[src/rtl/pxd_pkg.sv]
package pxd_pkg;
  // Width of the byte-wide register port.
  localparam int BYTE_W   = 8;
  // Divide ratio field occupies the low bits of the control register.
  localparam int RATIO_W  = 5;
  // Control bit that selects the falling launch edge.
  localparam int EDGE_BIT = 5;
  // Control bit that switches the pin to the data-valid strobe.
  localparam int VD_BIT   = 6;
  // Reserved control bit, always read as zero.
  localparam int RSV_BIT  = 7;

  typedef logic [RATIO_W-1:0] ratio_t;

  // A programmed ratio of zero behaves as one.
  function automatic ratio_t eff_ratio(input ratio_t raw);
    return (raw == '0) ? ratio_t'(1) : raw;
  endfunction

  // Number of master cycles the pixel clock stays high: ceil(n/2).
  function automatic ratio_t high_len(input ratio_t n);
    logic [RATIO_W:0] wide;
    wide = {1'b0, n} + (RATIO_W+1)'(1);
    return wide[RATIO_W:1];
  endfunction

  function automatic logic is_unity(input ratio_t n);
    return n == ratio_t'(1);
  endfunction
endpackage

[src/rtl/pxd_regs.sv]
module pxd_regs
  import pxd_pkg::*;
#(
  parameter logic [BYTE_W-1:0] PU_ADDR   = 8'h3D,
  parameter logic [BYTE_W-1:0] CTRL_ADDR = 8'h3F,
  parameter logic [BYTE_W-1:0] CTRL_RST  = 8'h01,
  parameter logic [BYTE_W-1:0] PU_RST    = 8'h7D
) (
  input  logic              clk,
  input  logic              rst_n,
  input  logic              we,
  input  logic [BYTE_W-1:0] addr,
  input  logic [BYTE_W-1:0] wdata,
  output logic [BYTE_W-1:0] rdata,
  output ratio_t            ratio_cur,
  output ratio_t            ratio_next,
  output logic              restart,
  output logic              edge_fall,
  output logic              vd_mode,
  output logic [BYTE_W-1:0] pu_count
);
  localparam logic [BYTE_W-1:0] RSV_MASK = ~(BYTE_W'(1) << RSV_BIT);

  logic [BYTE_W-1:0] ctrl_q, ctrl_d;
  logic [BYTE_W-1:0] pu_q;
  logic              wr_ctrl, wr_pu;
  ratio_t            wr_ratio;

  assign wr_ctrl  = we && (addr == CTRL_ADDR);
  assign wr_pu    = we && (addr == PU_ADDR);
  assign wr_ratio = eff_ratio(wdata[RATIO_W-1:0]);

  assign ratio_cur  = eff_ratio(ctrl_q[RATIO_W-1:0]);
  assign restart    = wr_ctrl && (wr_ratio != ratio_cur);
  assign ratio_next = restart ? wr_ratio : ratio_cur;

  // Stored control byte: reserved bit dropped, valid mode refused at unity ratio.
  always_comb begin
    ctrl_d = wdata & RSV_MASK;
    if (is_unity(wr_ratio)) begin
      ctrl_d[VD_BIT] = 1'b0;
    end
  end

  always_ff @(posedge clk or negedge rst_n) begin
    if (!rst_n) begin
      ctrl_q <= CTRL_RST & RSV_MASK;
      pu_q   <= PU_RST;
    end else begin
      if (wr_ctrl) begin
        ctrl_q <= ctrl_d;
      end
      if (wr_pu) begin
        pu_q <= wdata;
      end
    end
  end

  assign edge_fall = ctrl_q[EDGE_BIT];
  assign vd_mode   = ctrl_q[VD_BIT];
  assign pu_count  = pu_q;

  always_comb begin
    if (addr == PU_ADDR) begin
      rdata = pu_q;
    end else if (addr == CTRL_ADDR) begin
      rdata = ctrl_q;
    end else begin
      rdata = '0;
    end
  end
endmodule

[src/rtl/pxd_divider.sv]
module pxd_divider
  import pxd_pkg::*;
(
  input  logic   clk,
  input  logic   rst_n,
  input  logic   pd,
  input  logic   restart,
  input  ratio_t ratio_cur,
  input  ratio_t ratio_next,
  output ratio_t phase,
  output logic   pclk,
  output logic   rise_ev,
  output logic   fall_ev
);
  ratio_t ph_q, ph_d;
  logic   pclk_q, pclk_d;
  logic   wrap;

  assign wrap = (ph_q >= (ratio_cur - ratio_t'(1)));

  always_comb begin
    rise_ev = 1'b0;
    if (pd) begin
      // Parked one cycle before a period start.
      ph_d = ratio_next - ratio_t'(1);
    end else if (restart || wrap) begin
      ph_d    = '0;
      rise_ev = 1'b1;
    end else begin
      ph_d = ph_q + ratio_t'(1);
    end
    pclk_d  = !pd && (ph_d < high_len(ratio_next));
    fall_ev = !pd && pclk_q && !pclk_d;
  end

  always_ff @(posedge clk or negedge rst_n) begin
    if (!rst_n) begin
      ph_q   <= '0;
      pclk_q <= 1'b0;
    end else begin
      ph_q   <= ph_d;
      pclk_q <= pclk_d;
    end
  end

  assign phase = ph_q;
  assign pclk  = pclk_q;
endmodule

[src/rtl/pxd_powerup.sv]
module pxd_powerup #(
  parameter int               CNT_W     = 8,
  parameter logic [CNT_W-1:0] RST_COUNT = 8'h7D
) (
  input  logic             clk,
  input  logic             rst_n,
  input  logic             pd,
  input  logic             tick,
  input  logic [CNT_W-1:0] load_val,
  output logic             ready,
  output logic             done_next
);
  logic [CNT_W-1:0] wait_q, wait_d;
  logic             ready_q;

  always_comb begin
    if (pd) begin
      wait_d = load_val;
    end else if (tick && (wait_q != '0)) begin
      wait_d = wait_q - CNT_W'(1);
    end else begin
      wait_d = wait_q;
    end
    done_next = !pd && (wait_d == '0);
  end

  always_ff @(posedge clk or negedge rst_n) begin
    if (!rst_n) begin
      wait_q  <= RST_COUNT;
      ready_q <= 1'b0;
    end else begin
      wait_q  <= wait_d;
      ready_q <= done_next;
    end
  end

  assign ready = ready_q;
endmodule

[src/rtl/pxd_launch.sv]
module pxd_launch #(
  parameter int DATA_W = 10
) (
  input  logic              clk,
  input  logic              rst_n,
  input  logic              launch,
  input  logic              strobe_set,
  input  logic [DATA_W-1:0] pix_in,
  input  logic              hs_in,
  input  logic              rd_in,
  output logic [DATA_W-1:0] pix_q,
  output logic              hs_q,
  output logic              rd_q,
  output logic              strobe_q
);
  always_ff @(posedge clk or negedge rst_n) begin
    if (!rst_n) begin
      pix_q    <= '0;
      hs_q     <= 1'b0;
      rd_q     <= 1'b0;
      strobe_q <= 1'b0;
    end else begin
      strobe_q <= strobe_set;
      if (launch) begin
        pix_q <= pix_in;
        hs_q  <= hs_in;
        rd_q  <= rd_in;
      end
    end
  end
endmodule

[src/rtl/pxd_pin_ctrl.sv]
module pxd_pin_ctrl
  import pxd_pkg::*;
#(
  parameter int                DATA_W    = 10,
  parameter logic [BYTE_W-1:0] PU_ADDR   = 8'h3D,
  parameter logic [BYTE_W-1:0] CTRL_ADDR = 8'h3F,
  parameter logic [BYTE_W-1:0] CTRL_RST  = 8'h01,
  parameter logic [BYTE_W-1:0] PU_RST    = 8'h7D
) (
  input  logic              clk,
  input  logic              rst_n,
  input  logic              pd_i,
  input  logic              act_pix_i,
  input  logic              reg_we_i,
  input  logic [7:0]        reg_addr_i,
  input  logic [7:0]        reg_wdata_i,
  output logic [7:0]        reg_rdata_o,
  input  logic [DATA_W-1:0] pix_i,
  input  logic              hsync_i,
  input  logic              rdstb_i,
  output logic [DATA_W-1:0] pix_o,
  output logic              hsync_o,
  output logic              rdstb_o,
  output logic              clk_pin_o,
  output logic              ready_o
);
  // Named internal events, also observed by the bound checker.
  ratio_t            ratio_cur, ratio_next, phase;
  logic              restart, edge_fall, vd_mode;
  logic [BYTE_W-1:0] pu_count;
  logic              pclk, rise_ev, fall_ev;
  logic              wait_done_next;
  logic              launch_ev, strobe_set, strobe_q;

  pxd_regs #(
    .PU_ADDR  (PU_ADDR),
    .CTRL_ADDR(CTRL_ADDR),
    .CTRL_RST (CTRL_RST),
    .PU_RST   (PU_RST)
  ) u_regs (
    .clk       (clk),
    .rst_n     (rst_n),
    .we        (reg_we_i),
    .addr      (reg_addr_i),
    .wdata     (reg_wdata_i),
    .rdata     (reg_rdata_o),
    .ratio_cur (ratio_cur),
    .ratio_next(ratio_next),
    .restart   (restart),
    .edge_fall (edge_fall),
    .vd_mode   (vd_mode),
    .pu_count  (pu_count)
  );

  pxd_divider u_div (
    .clk       (clk),
    .rst_n     (rst_n),
    .pd        (pd_i),
    .restart   (restart),
    .ratio_cur (ratio_cur),
    .ratio_next(ratio_next),
    .phase     (phase),
    .pclk      (pclk),
    .rise_ev   (rise_ev),
    .fall_ev   (fall_ev)
  );

  pxd_powerup #(
    .CNT_W    (BYTE_W),
    .RST_COUNT(PU_RST)
  ) u_pwr (
    .clk      (clk),
    .rst_n    (rst_n),
    .pd       (pd_i),
    .tick     (rise_ev),
    .load_val (pu_count),
    .ready    (ready_o),
    .done_next(wait_done_next)
  );

  // Falling launch only in clock mode with a real division; otherwise period start.
  assign launch_ev  = (vd_mode || !edge_fall || is_unity(ratio_next)) ? rise_ev : fall_ev;
  assign strobe_set = vd_mode && !pd_i && act_pix_i && rise_ev && wait_done_next;

  pxd_launch #(
    .DATA_W(DATA_W)
  ) u_launch (
    .clk       (clk),
    .rst_n     (rst_n),
    .launch    (launch_ev),
    .strobe_set(strobe_set),
    .pix_in    (pix_i),
    .hs_in     (hsync_i),
    .rd_in     (rdstb_i),
    .pix_q     (pix_o),
    .hs_q      (hsync_o),
    .rd_q      (rdstb_o),
    .strobe_q  (strobe_q)
  );

  // Pin select: strobe, forwarded master clock at unity, or divided clock.
  always_comb begin
    if (vd_mode) begin
      clk_pin_o = strobe_q;
    end else if (is_unity(ratio_cur)) begin
      clk_pin_o = pclk & clk;
    end else begin
      clk_pin_o = pclk;
    end
  end
endmodule

[config.mk]
export PLATFORM = sky130hd
export DESIGN_NAME = pxd_pin_ctrl
export DESIGN_NICKNAME = d
export VERILOG_FILES = /design/src/rtl/pxd_pkg.sv /design/src/rtl/pxd_regs.sv /design/src/rtl/pxd_divider.sv /design/src/rtl/pxd_powerup.sv /design/src/rtl/pxd_launch.sv /design/src/rtl/pxd_pin_ctrl.sv
export SDC_FILE = /design/constraint.sdc
export NUM_CORES = 1
export LEC_CHECK = 0
export ABC_CLOCK_PERIOD_IN_PS = 10600
export CORE_MARGIN = 2
export CORE_UTILIZATION = 45
export CTS_CLUSTER_SIZE = 16
export DETAILED_ROUTE_END_ITERATION = 10
export HOLD_SLACK_MARGIN = 0.05
export PLACE_DENSITY = 0.7
export REMOVE_ABC_BUFFERS = 1
export SYNTH_ARGS = -nofsm -noshare
export SYNTH_HDL_FRONTEND = slang
export SYNTH_SLANG_ARGS = --single-unit
[constraint.sdc]
create_clock -name clk -period 10.6 [get_ports clk]
set_input_delay 2.65 -clock clk [delete_from_list [all_inputs] [get_ports clk]]
set_output_delay 2.65 -clock clk [all_outputs]
set_load 0.01 [all_outputs]
==> key figures, run 1 <==
Status
  – Outcome: completed

Final layout
  – # fillers: 515
  – Final nets: 361
  – Post-Layout Cell Count: 385
  – Fin area: 3350 um^2
  – Register area: 1090 um^2
  – Diode count: 0
  – Area of the multi-input gates: 1430 um^2
  – Area delta synth->final: 27.3%
  – Fraction of layout cells with a size suffix above 1: 13.7%

Clock network
  – CTS tree: done
  – Clk Latency, worst-skew pair: 0.40 ns
  – Reg clk slew, reported paths: 0.07 ns
  – Hold-fix buffer count after cts: 0
  – # resized after CTS: 0
  – Post-CTS setup buffers: 0

Floorplan
  – I/O pin total: 55
  – Core area: 5570 um^2
  – DIE WIDTH: 80.5 um
  – Starting Density: 47.3%
  – Die Y-Extent: 80.5 um
  – Row cnt: 27
  – DIE AREA: 6480 um^2

Route
  – Drt total wl: 5790 um
  – Post-DRT Antenna Nets: 0
  – Initial DRC count: 105
  – Via count: 2041
  – DR WL/cell: 15.0 um
  – TritonRoute pass-1 iters: 4
  – DRC: 0
  – Vias/cell: 5.30

Global routing
  – Total global-route track usage: 19.6%
  – Initial antenna violation count: 0
  – First-pass GRT wire length: 9700 um
  – Number of global-route vias before repair: 2134
  – Grt ovf: 0
  – Largest net degree at the start of global routing: 44

Worst setup path
  – Max incr delay on CP: 0.50 ns
  – CP arrival: 6.32 ns
  – Startpoint Class: clock port
  – Crit path max fanout: 2
  – Worst EP required: 7.95 ns
  – Slowest CP cell: clkdlybuf4s50_1
  – CP Class: clk -> out
  – Worst setup EP type: primary output
  – CP top delay family: buffers and inverters
  – Crit-path cells: clkbuf_8, clkbuf_8, o21ai_0, o21ai_0, clkdlybuf4s50_1
  – Buf+Inv Stages, Crit Path: 3

Power and ir drop
  – Lkg Pwr: 1.45 nW
  – Clk pwr share: 23.2%
  – Cell Int Power: 0.384 mW
  – Tot Pwr: 0.569 mW
  – Switch share: 32.5%
  – Comb pwr share: 35.4%
  – Worst vdd ir: 0.128 mV
  – Seq pwr share: 41.4%
  – PD cells: 170 nW/um^2
  – Net Switching: 0.185 mW

Timing
  – Final hold violations: 0
  – Final TNS setup: 0 ns
  – Worst Max-Slew Pin Slew: 1.04 ns
  – Final setup vio count: 0
  – Max-slew violations: 0
  – RSZ-0062 raised after global routing: false
  – Max-slew headroom: 30.9%
  – Clock skew: 0.00693 ns
  – Min Hold Slack: 0.498 ns

Logic synthesis
  – #FFs+latches synth: 43
  – Sequential share of the synthesized area: 41.5%
  – Post-Syn Instances: 255
  – Area leader, netlist: dfrtp_1
  – Post-synth EDFFs: 0
  – Area share of the largest cell type after synthesis: 28.5%
  – Post-synth top flop: dfrtp_1
  – Top post-synthesis cells by area: dfrtp_1 28%, dfstp_2 13%, ha_1 7.6%
  – Synthesized area: 2640 um^2
  – Async set-reset flop share out of synthesis: 100%
  – Synth warnings: 0
  – Syn avg cell area: 10.3 um^2
  – Cell variety after synth: 48

Placed design
  – DPL Wire Length: 4380 um
  – I/O Buffers: 54
  – Post-DP Area: 3230 um^2
  – Routability Congestion: 0.873
  – Cells after DPL: 374

Hold path
  – Hold/Removal Path Class: reg -> reg

Flow run
  – MaxCap Viol Count: 0
## synth_stat cells (all sizes together) (2+ instances only)
cell type / count
dfrtp: 30
mux2: 22
nand2: 21
inv: 18
nor2: 17
o21ai: 17
xnor2: 17
ha: 16
dfstp: 13
mux2i: 13
clkbuf: 6
nand3: 6
xor2: 6
and3: 4
nor3: 4
nor4: 4
buf: 3
nor3b: 3
or4: 3
a2111oi: 2
a211oi: 2
a21o: 2
a21oi: 2
a22o: 2
and4: 2
nand3b: 2
nand4: 2
nor2b: 2
## metal layers
layer	track usage (%)	wire (um)	vias to the layer above
li1	-	-	1008
met1	26.0	2780	968
met2	30.8	2600	61
met3	5.73	361	4
met4	6.10	51	0
met5	0	0	-
## cells by family (layout without fill, tap and decap cells)
group / count (synthesis) / after routing / synth area share (%)
compound gates: 35 / 35 / 9.54
xor+xnor: 23 / 23 / 7.64
fa+ha+maj: 16 / 16 / 7.60
buf+inv: 27 / 85 / 4.23
flops: 43 / 43 / 41.5
mux: 35 / 35 / 14.5
simple gates: 76 / 76 / 15.1
## placed cells by master, fill, tap and decap left out, drive strengths merged, types with 4 or more instances in the layout
master,count
clkdlybuf4s50,53
dfrtp,30
mux2,22
nand2,21
inv,18
nor2,17
xnor2,17
o21ai,17
ha,16
dfstp,13
mux2i,13
clkbuf,10
xor2,6
nand3,6
nor4,4
and3,4
nor3,4
## cell type report
class                      count  area share, %
multi-input combinational    185           42.7
inverter                      18           2.01
sequential                    43           32.6
tap                           72           2.69
timing repair buffer          55           16.1
clock buffer                  11           3.80
clock inverter                 1          0.149
## worst register-to-register path, delay by kind of cell (launching register included)
family	cells	cell delay, ns
multiplexers	1	0.39
AND/OR/NAND/NOR	4	1.00
adder cells (fa/ha/maj)	3	0.88
flip-flops	1	0.48
AO/OA/AOI/OAI	9	2.54
## state kept, by name, summed over array words and instances, names as in the netlist
signal,count
u_pwr.ready,1
u_launch.rd_q,1
u_launch.hs_q,1
u_div.pclk,1
u_launch.pix_q,10
u_launch.strobe_q,1
u_regs.pu_count,8
u_pwr.wait_q,8
u_div.phase,5
u_regs.ctrl_q,7
## final timing paths
path	startpoint	to	slack (ns)	cells past startpoint
worst max-delay path	clk	clk_pin_o	1.63	5
worst min-delay path	u_launch.pix_q[1]	u_launch.pix_q[1]	0.50	1
worst max register to register	u_regs.ctrl_q[4]	u_launch.pix_q[8]	5.19	17
worst min register to register	u_launch.pix_q[1]	u_launch.pix_q[1]	0.50	1
max in group asynchronous	rst_n	u_div.phase[0]	7.60	1
min in group asynchronous	rst_n	u_pwr.ready	2.40	1
## power by group through the flow
stage          logic, mW  clock network [mW]  registers [mW]
2_1_floorplan      0.110             0.00126           0.240
6_report           0.201               0.132           0.236
5_1_grt            0.225               0.144           0.240
3_5_place_dp       0.202             0.00224           0.238
4_1_cts            0.204               0.138           0.235
3_3_place_gp       0.198             0.00224           0.238
## stage by stage
step / util [%] / setup slack (ns)
after floorplan: - / 2.39
after global placement: 58.0 / 1.98
after detailed placement: 58.0 / 1.98
after CTS: 60.2 / 1.59
after global routing: 60.2 / 1.57
final: 60.2 / 1.63
Note: power is estimated with default switching activity, not from simulation.
==> inputs of run 2 (changes only) <==
ABC_CLOCK_PERIOD_IN_PS = 8100   (was 10600)
PLACE_DENSITY = 0.73   (was 0.7)
clock period = 8.1 ns   (was 10.6 ns; I/O delays follow)
==> run 2 against run 1 <==
  * Via count is 2.4% higher
  * First-iteration DRC count rose by 13%
  * Sequential power is 30% higher
  * Largest cell class unchanged
  * Highest routed layer unchanged
  * Setup slack got worse by 0.57 ns
  * Largest power group unchanged
  * Total power rose by 42%
  * Utilization is 1.1 points higher
  * Clock-buffer cell count decreased by 1
  * Critical path type unchanged
==> key figures, run 2 (same netlist as run 1, synthesis figures left out) <==
Final layout
  – Most common cell after layout, fill and taps aside: clkdlybuf4s50_1
  – Biggest register: u_launch.pix_q
  – Highest-count cells in the layout ignoring fill and taps: 53 x clkdlybuf4s50_1, 30 x dfrtp_1, 21 x nand2_1
  – Fin area: 3410 um^2 (+1.8%)
  – Diode count: 0 (unchanged)
  – Number of flip-flops in the largest register: 10 (unchanged)
  – Final nets: 362 (+0.28%)
  – Area delta synth->final: 29.5%
  – Fraction of layout cells with a size suffix above 1: 14.3% (+0.59 points)

Timing
  – Max-slew headroom: 36.5% (+5.6 points)
  – Final TNS setup: 0 ns (unchanged)
  – Final setup vio count: 0 (unchanged)
  – Worst Max-Slew Pin Slew: 0.953 ns (-0.0834 ns)
  – RSZ-0062 raised after global routing: false
  – Clock skew: 0.00792 ns (+0.000995 ns)
  – Max-slew violations: 0 (unchanged)
  – Final hold violations: 0 (unchanged)

Route
  – DRC: 0 (unchanged)
  – Drt total wl: 5800 um (+0.22%)
  – TritonRoute pass-1 iters: 4 (unchanged)
  – DR WL/cell: 15.0 um (about the same)
  – Vias/cell: 5.41 (+2.1%)
  – Post-DRT Antenna Nets: 0 (unchanged)
  – Initial DRC count: 119 (+13%)
  – Via count: 2090 (+2.4%)

Floorplan
  – Starting Density: 47.3% (unchanged)
  – I/O pin total: 55 (unchanged)
  – Core area: 5570 um^2 (unchanged)
  – Row cnt: 27 (unchanged)
  – Die Y-Extent: 80.5 um (unchanged)
  – DIE AREA: 6480 um^2 (unchanged)
  – DIE WIDTH: 80.5 um (unchanged)

Placed design
  – Routability Congestion: 0.897 (+2.8%)
  – Post-DP Area: 3240 um^2 (+0.23%)
  – I/O Buffers: 54 (unchanged)
  – DPL Wire Length: 4380 um (about the same)

Clock network
  – CTS tree: done
  – Hold-fix buffer count after cts: 0 (unchanged)
  – # resized after CTS: 0 (unchanged)
  – Post-CTS setup buffers: 0 (unchanged)
  – Clk Latency, worst-skew pair: 0.40 ns (about the same)
  – Reg clk slew, reported paths: 0.08 ns (about the same)

Worst setup path
  – FF-to-FF path depth: 18 (+1)
  – Crit path launch: clk
  – Max incr delay on CP: 0.50 ns (about the same)
  – R2r endpoint: u_launch.pix_q[2]
  – Stages on the worst setup path: 5 (unchanged)
  – Startpoint Class: clock port
  – End of the critical path: clk_pin_o
  – Slowest CP cell: clkdlybuf4s50_1
  – Worst EP required: 6.08 ns (-1.87 ns)
  – R2R Path Start: u_regs.ctrl_q[4]
  – CP Class: clk -> out
  – CP top delay family: buffers and inverters
  – Buf+Inv Stages, Crit Path: 3 (unchanged)
  – Crit-path cells: clkbuf_8, clkbuf_8, o21ai_0, o21ai_0, clkdlybuf4s50_1
  – CP arrival: 5.02 ns (-1.30 ns)
  – R2R Setup Slk: 3.18 ns (-2.01 ns)
  – Crit path max fanout: 2 (unchanged)
  – Worst setup EP type: primary output

Hold path
  – Hold/Removal Path Class: reg -> reg
  – Hold path startpoint: u_launch.pix_q[7]

Global routing
  – First-pass GRT wire length: 9740 um (+0.35%)
  – Total global-route track usage: 19.8% (+0.22 points)
  – Number of global-route vias before repair: 2095 (-1.8%)
  – Largest net degree at the start of global routing: 44 (unchanged)
  – Initial antenna violation count: 0 (unchanged)
  – Grt ovf: 0 (unchanged)

Power and ir drop
  – Worst vdd ir: 0.172 mV (+35%)
  – PD cells: 237 nW/um^2 (+40%)
  – Lkg Pwr: 1.48 nW (+1.9%)

Status
  – Outcome: completed

Flow run
  – MaxCap Viol Count: 0 (unchanged)
## run 2: how the worst min path moves through the flow
stage | to | cells after the start
floorplan | u_pwr.wait_q[7] | 2
global placement | u_launch.pix_q[7] | 1
detailed placement | u_launch.hs_q | 1
CTS | u_launch.hs_q | 1
global route | u_launch.pix_q[0] | 1
finish | u_launch.pix_q[7] | 1
## run 2: layout make-up
cell class | count | area (um^2)
Clock buffer | 10 | 124
Clock inverter | 2 | 60.1
Fill cell | 485 | 2160
Inverter | 18 | 67.6
Multi-Input combinational cell | 185 | 1430
Sequential cell | 43 | 1090
Tap cell | 72 | 90.1
Timing Repair Buffer | 56 | 548
## run 2: layer usage
| metal | vias to the layer above | GRT usage (%) | part of all wire [%] |
|---|---|---|---|
| li1 | 1012 | - | - |
| met1 | 999 | 25.8 | 45 |
| met2 | 70 | 30.7 | 45 |
| met3 | 9 | 6.29 | 7.7 |
| met4 | 0 | 7.63 | 1.7 |
| met5 | - | 0 | 0 |
## run 2: power breakdown
part / total, mW / switching [mW] / internal [mW]
Combinational: 0.264 / 0.125 / 0.140
Clock: 0.238 / 0.0814 / 0.156
Sequential: 0.307 / 0.0366 / 0.271
## run 2: metrics by stage
step                      hold slack, ns  utilization, %  cells  power (mW)  setup slack, ns
final                              0.495            61.2    386       0.810             1.06
after global routing               0.522            61.2    386       0.858            0.998
after CTS                          0.499            61.2    386       0.816             1.05
after detailed placement           0.483            58.1    375       0.579             1.16
after global placement             0.476            58.1    375       0.575             1.36
after floorplan                    0.461               -    246       0.461             1.76
==> inputs of run 3 (changes only) <==
CORE_UTILIZATION = 25   (was 45)
PLACE_DENSITY = 0.45   (was 0.73)
==> run 3 against run 2 <==
  * Sequential cell count is the same
  * Sequential power is essentially flat
  * Critical path depth stayed put
  * Hold slack improved by 0.0027 ns
  * Global-route usage fell by 7.1 points
  * Cell count up 17%
  * Utilization is 28 points lower
  * Clock power decreased by 24%
  * Routed wire length up 17%
  * Die area increased by 75%
==> key figures, run 3 (same netlist as run 1, synthesis figures left out) <==
Status
  – Outcome: completed

Final layout
  – Final nets: 362 (unchanged)
  – Area of the multi-input gates: 1430 um^2 (unchanged)
  – Biggest register: u_launch.pix_q
  – Fraction of layout cells with a size suffix above 1: 14.3% (unchanged)
  – Diode count: 0 (unchanged)
  – Number of flip-flops in the largest register: 10 (unchanged)
  – Register area: 1090 um^2 (unchanged)
  – Area delta synth->final: 30.8%
  – Highest-count cells in the layout ignoring fill and taps: 53 x clkdlybuf4s50_1, 30 x dfrtp_1, 21 x nand2_1
  – # fillers: 1081 (+120%)
  – Most common cell after layout, fill and taps aside: clkdlybuf4s50_1

Timing
  – Max-slew violations: 0 (unchanged)
  – Final hold violations: 0 (unchanged)
  – Clock skew: 0.0135 ns (+0.00563 ns)
  – RSZ-0062 raised after global routing: false
  – Min Hold Slack: 0.498 ns (+0.00275 ns)
  – Setup ws final: 1.04 ns (-0.0157 ns)
  – Max-slew headroom: 32.2% (-4.3 points)
  – Final TNS setup: 0 ns (unchanged)
  – Final setup vio count: 0 (unchanged)
  – Worst Max-Slew Pin Slew: 1.02 ns (+0.0643 ns)

Floorplan
  – Starting Density: 25.6% (-22 points)
  – DIE AREA: 11400 um^2 (+75%)
  – I/O pin total: 55 (unchanged)
  – DIE WIDTH: 107 um (+32%)
  – Core area: 10300 um^2 (+84%)
  – Die Y-Extent: 107 um (+32%)
  – Row cnt: 37 (+37%)

Worst setup path
  – Crit path launch: clk
  – R2R Path Start: u_regs.ctrl_q[4]
  – Crit path max fanout: 2 (unchanged)
  – Startpoint Class: clock port
  – Worst EP required: 6.08 ns (about the same)
  – CP Class: clk -> out
  – End of the critical path: clk_pin_o
  – Worst setup EP type: primary output
  – R2R Setup Slk: 3.13 ns (-0.05 ns)
  – R2r endpoint: u_launch.pix_q[4]
  – FF-to-FF path depth: 18 (unchanged)
  – CP arrival: 5.03 ns (about the same)

Power and ir drop
  – PD cells: 219 nW/um^2 (-7.6%)
  – Worst vdd ir: 0.102 mV (-41%)
  – Lkg Pwr: 1.46 nW (-1.6%)

Global routing
  – Number of global-route vias before repair: 2225 (+6.2%)
  – Grt ovf: 0 (unchanged)
  – GR Util met3: 3.28% (-3.0 points)
  – Total global-route track usage: 12.7% (-7.1 points)
  – Grt met2 use: 19.2% (-11 points)
  – Largest net degree at the start of global routing: 44 (unchanged)
  – Initial antenna violation count: 0 (unchanged)
  – Grt peak-use layer: met2
  – Met1 Use GR: 17.4% (-8.4 points)
  – First-pass GRT wire length: 11200 um (+15%)

Route
  – Via count: 2090 (unchanged)
  – DR WL/cell: 15.1 um (+0.22%)
  – Initial DRC count: 81 (-32%)
  – DRC: 0 (unchanged)
  – TritonRoute pass-1 iters: 4 (unchanged)
  – Drt total wl: 6780 um (+17%)
  – Post-DRT Antenna Nets: 0 (unchanged)
  – Vias/cell: 4.64 (-14%)

Placed design
  – DPL Wire Length: 5100 um (+16%)
  – Pre-CTS WS: 1.08 ns (-0.0855 ns)
  – Routability Congestion: 0.781 (-13%)
  – I/O Buffers: 54 (unchanged)

Clock network
  – # resized after CTS: 0 (unchanged)
  – Reg clk slew, reported paths: 0.08 ns (about the same)
  – CTS tree: done
  – Clk Latency, worst-skew pair: 0.41 ns (about the same)
  – Post-CTS setup buffers: 0 (unchanged)
  – Hold-fix buffer count after cts: 0 (unchanged)

Hold path
  – Hold/Removal Path Class: reg -> reg

Flow run
  – MaxCap Viol Count: 0 (unchanged)
==> run 3: worst min path at each step <==
| stage | startpoint | end | cells past startpoint |
|---|---|---|---|
| 6_report | u_launch.pix_q[5] | u_launch.pix_q[5] | 1 |
| 3_5_place_dp | u_launch.pix_q[9] | u_launch.pix_q[9] | 1 |
| 5_1_grt | u_launch.pix_q[1] | u_launch.pix_q[1] | 1 |
| 3_3_place_gp | u_launch.pix_q[5] | u_launch.pix_q[5] | 1 |
| 4_1_cts | u_launch.pix_q[5] | u_launch.pix_q[5] | 1 |
| 2_1_floorplan | u_regs.pu_count[7] | u_pwr.wait_q[7] | 2 |
==> run 3: layer usage <==
metal  share of wire [%]  vias to the layer above
met5                   0                        -
met4                 1.4                        0
met3                 4.2                       11
met2                  45                       51
met1                  50                     1011
li1                    -                     1017
==> run 3: report_power, final <==
group	switching [mW]	internal [mW]	total, mW	leakage (nW)
clock network	0.0868	0.0937	0.180	0.0688
registers	0.0385	0.271	0.309	0.516
logic	0.126	0.140	0.266	0.871
==> run 3: layout make-up <==
cell class                 count  share of cell area, %
clock inverter                 2                  0.363
multi-input combinational    185                   41.5
sequential                    43                   31.7
timing repair buffer          56                   15.9
inverter                      18                   1.96
clock buffer                  10                   3.59
tap                          136                   4.94
==> run 3: worst max-delay path, cell delays in order <==
cell and delay, ns:
clkbuf_8 0.11, clkbuf_8 0.12, o21ai_0 0.15, o21ai_0 0.11, clkdlybuf4s50_1 0.49
==> run 3: metrics by stage <==
| stage | instance area [um^2] | total power [mW] | std cells | util [%] |
|---|---|---|---|---|
| finish | 3450 | 0.755 | 450 | 33.5 |
| global placement | 3320 | 0.585 | 439 | 32.3 |
| global route | 3450 | 0.812 | 450 | 33.5 |
| floorplan | 2590 | 0.461 | 246 | - |
| detailed placement | 3320 | 0.582 | 439 | 32.3 |
| CTS | 3450 | 0.768 | 450 | 33.5 |
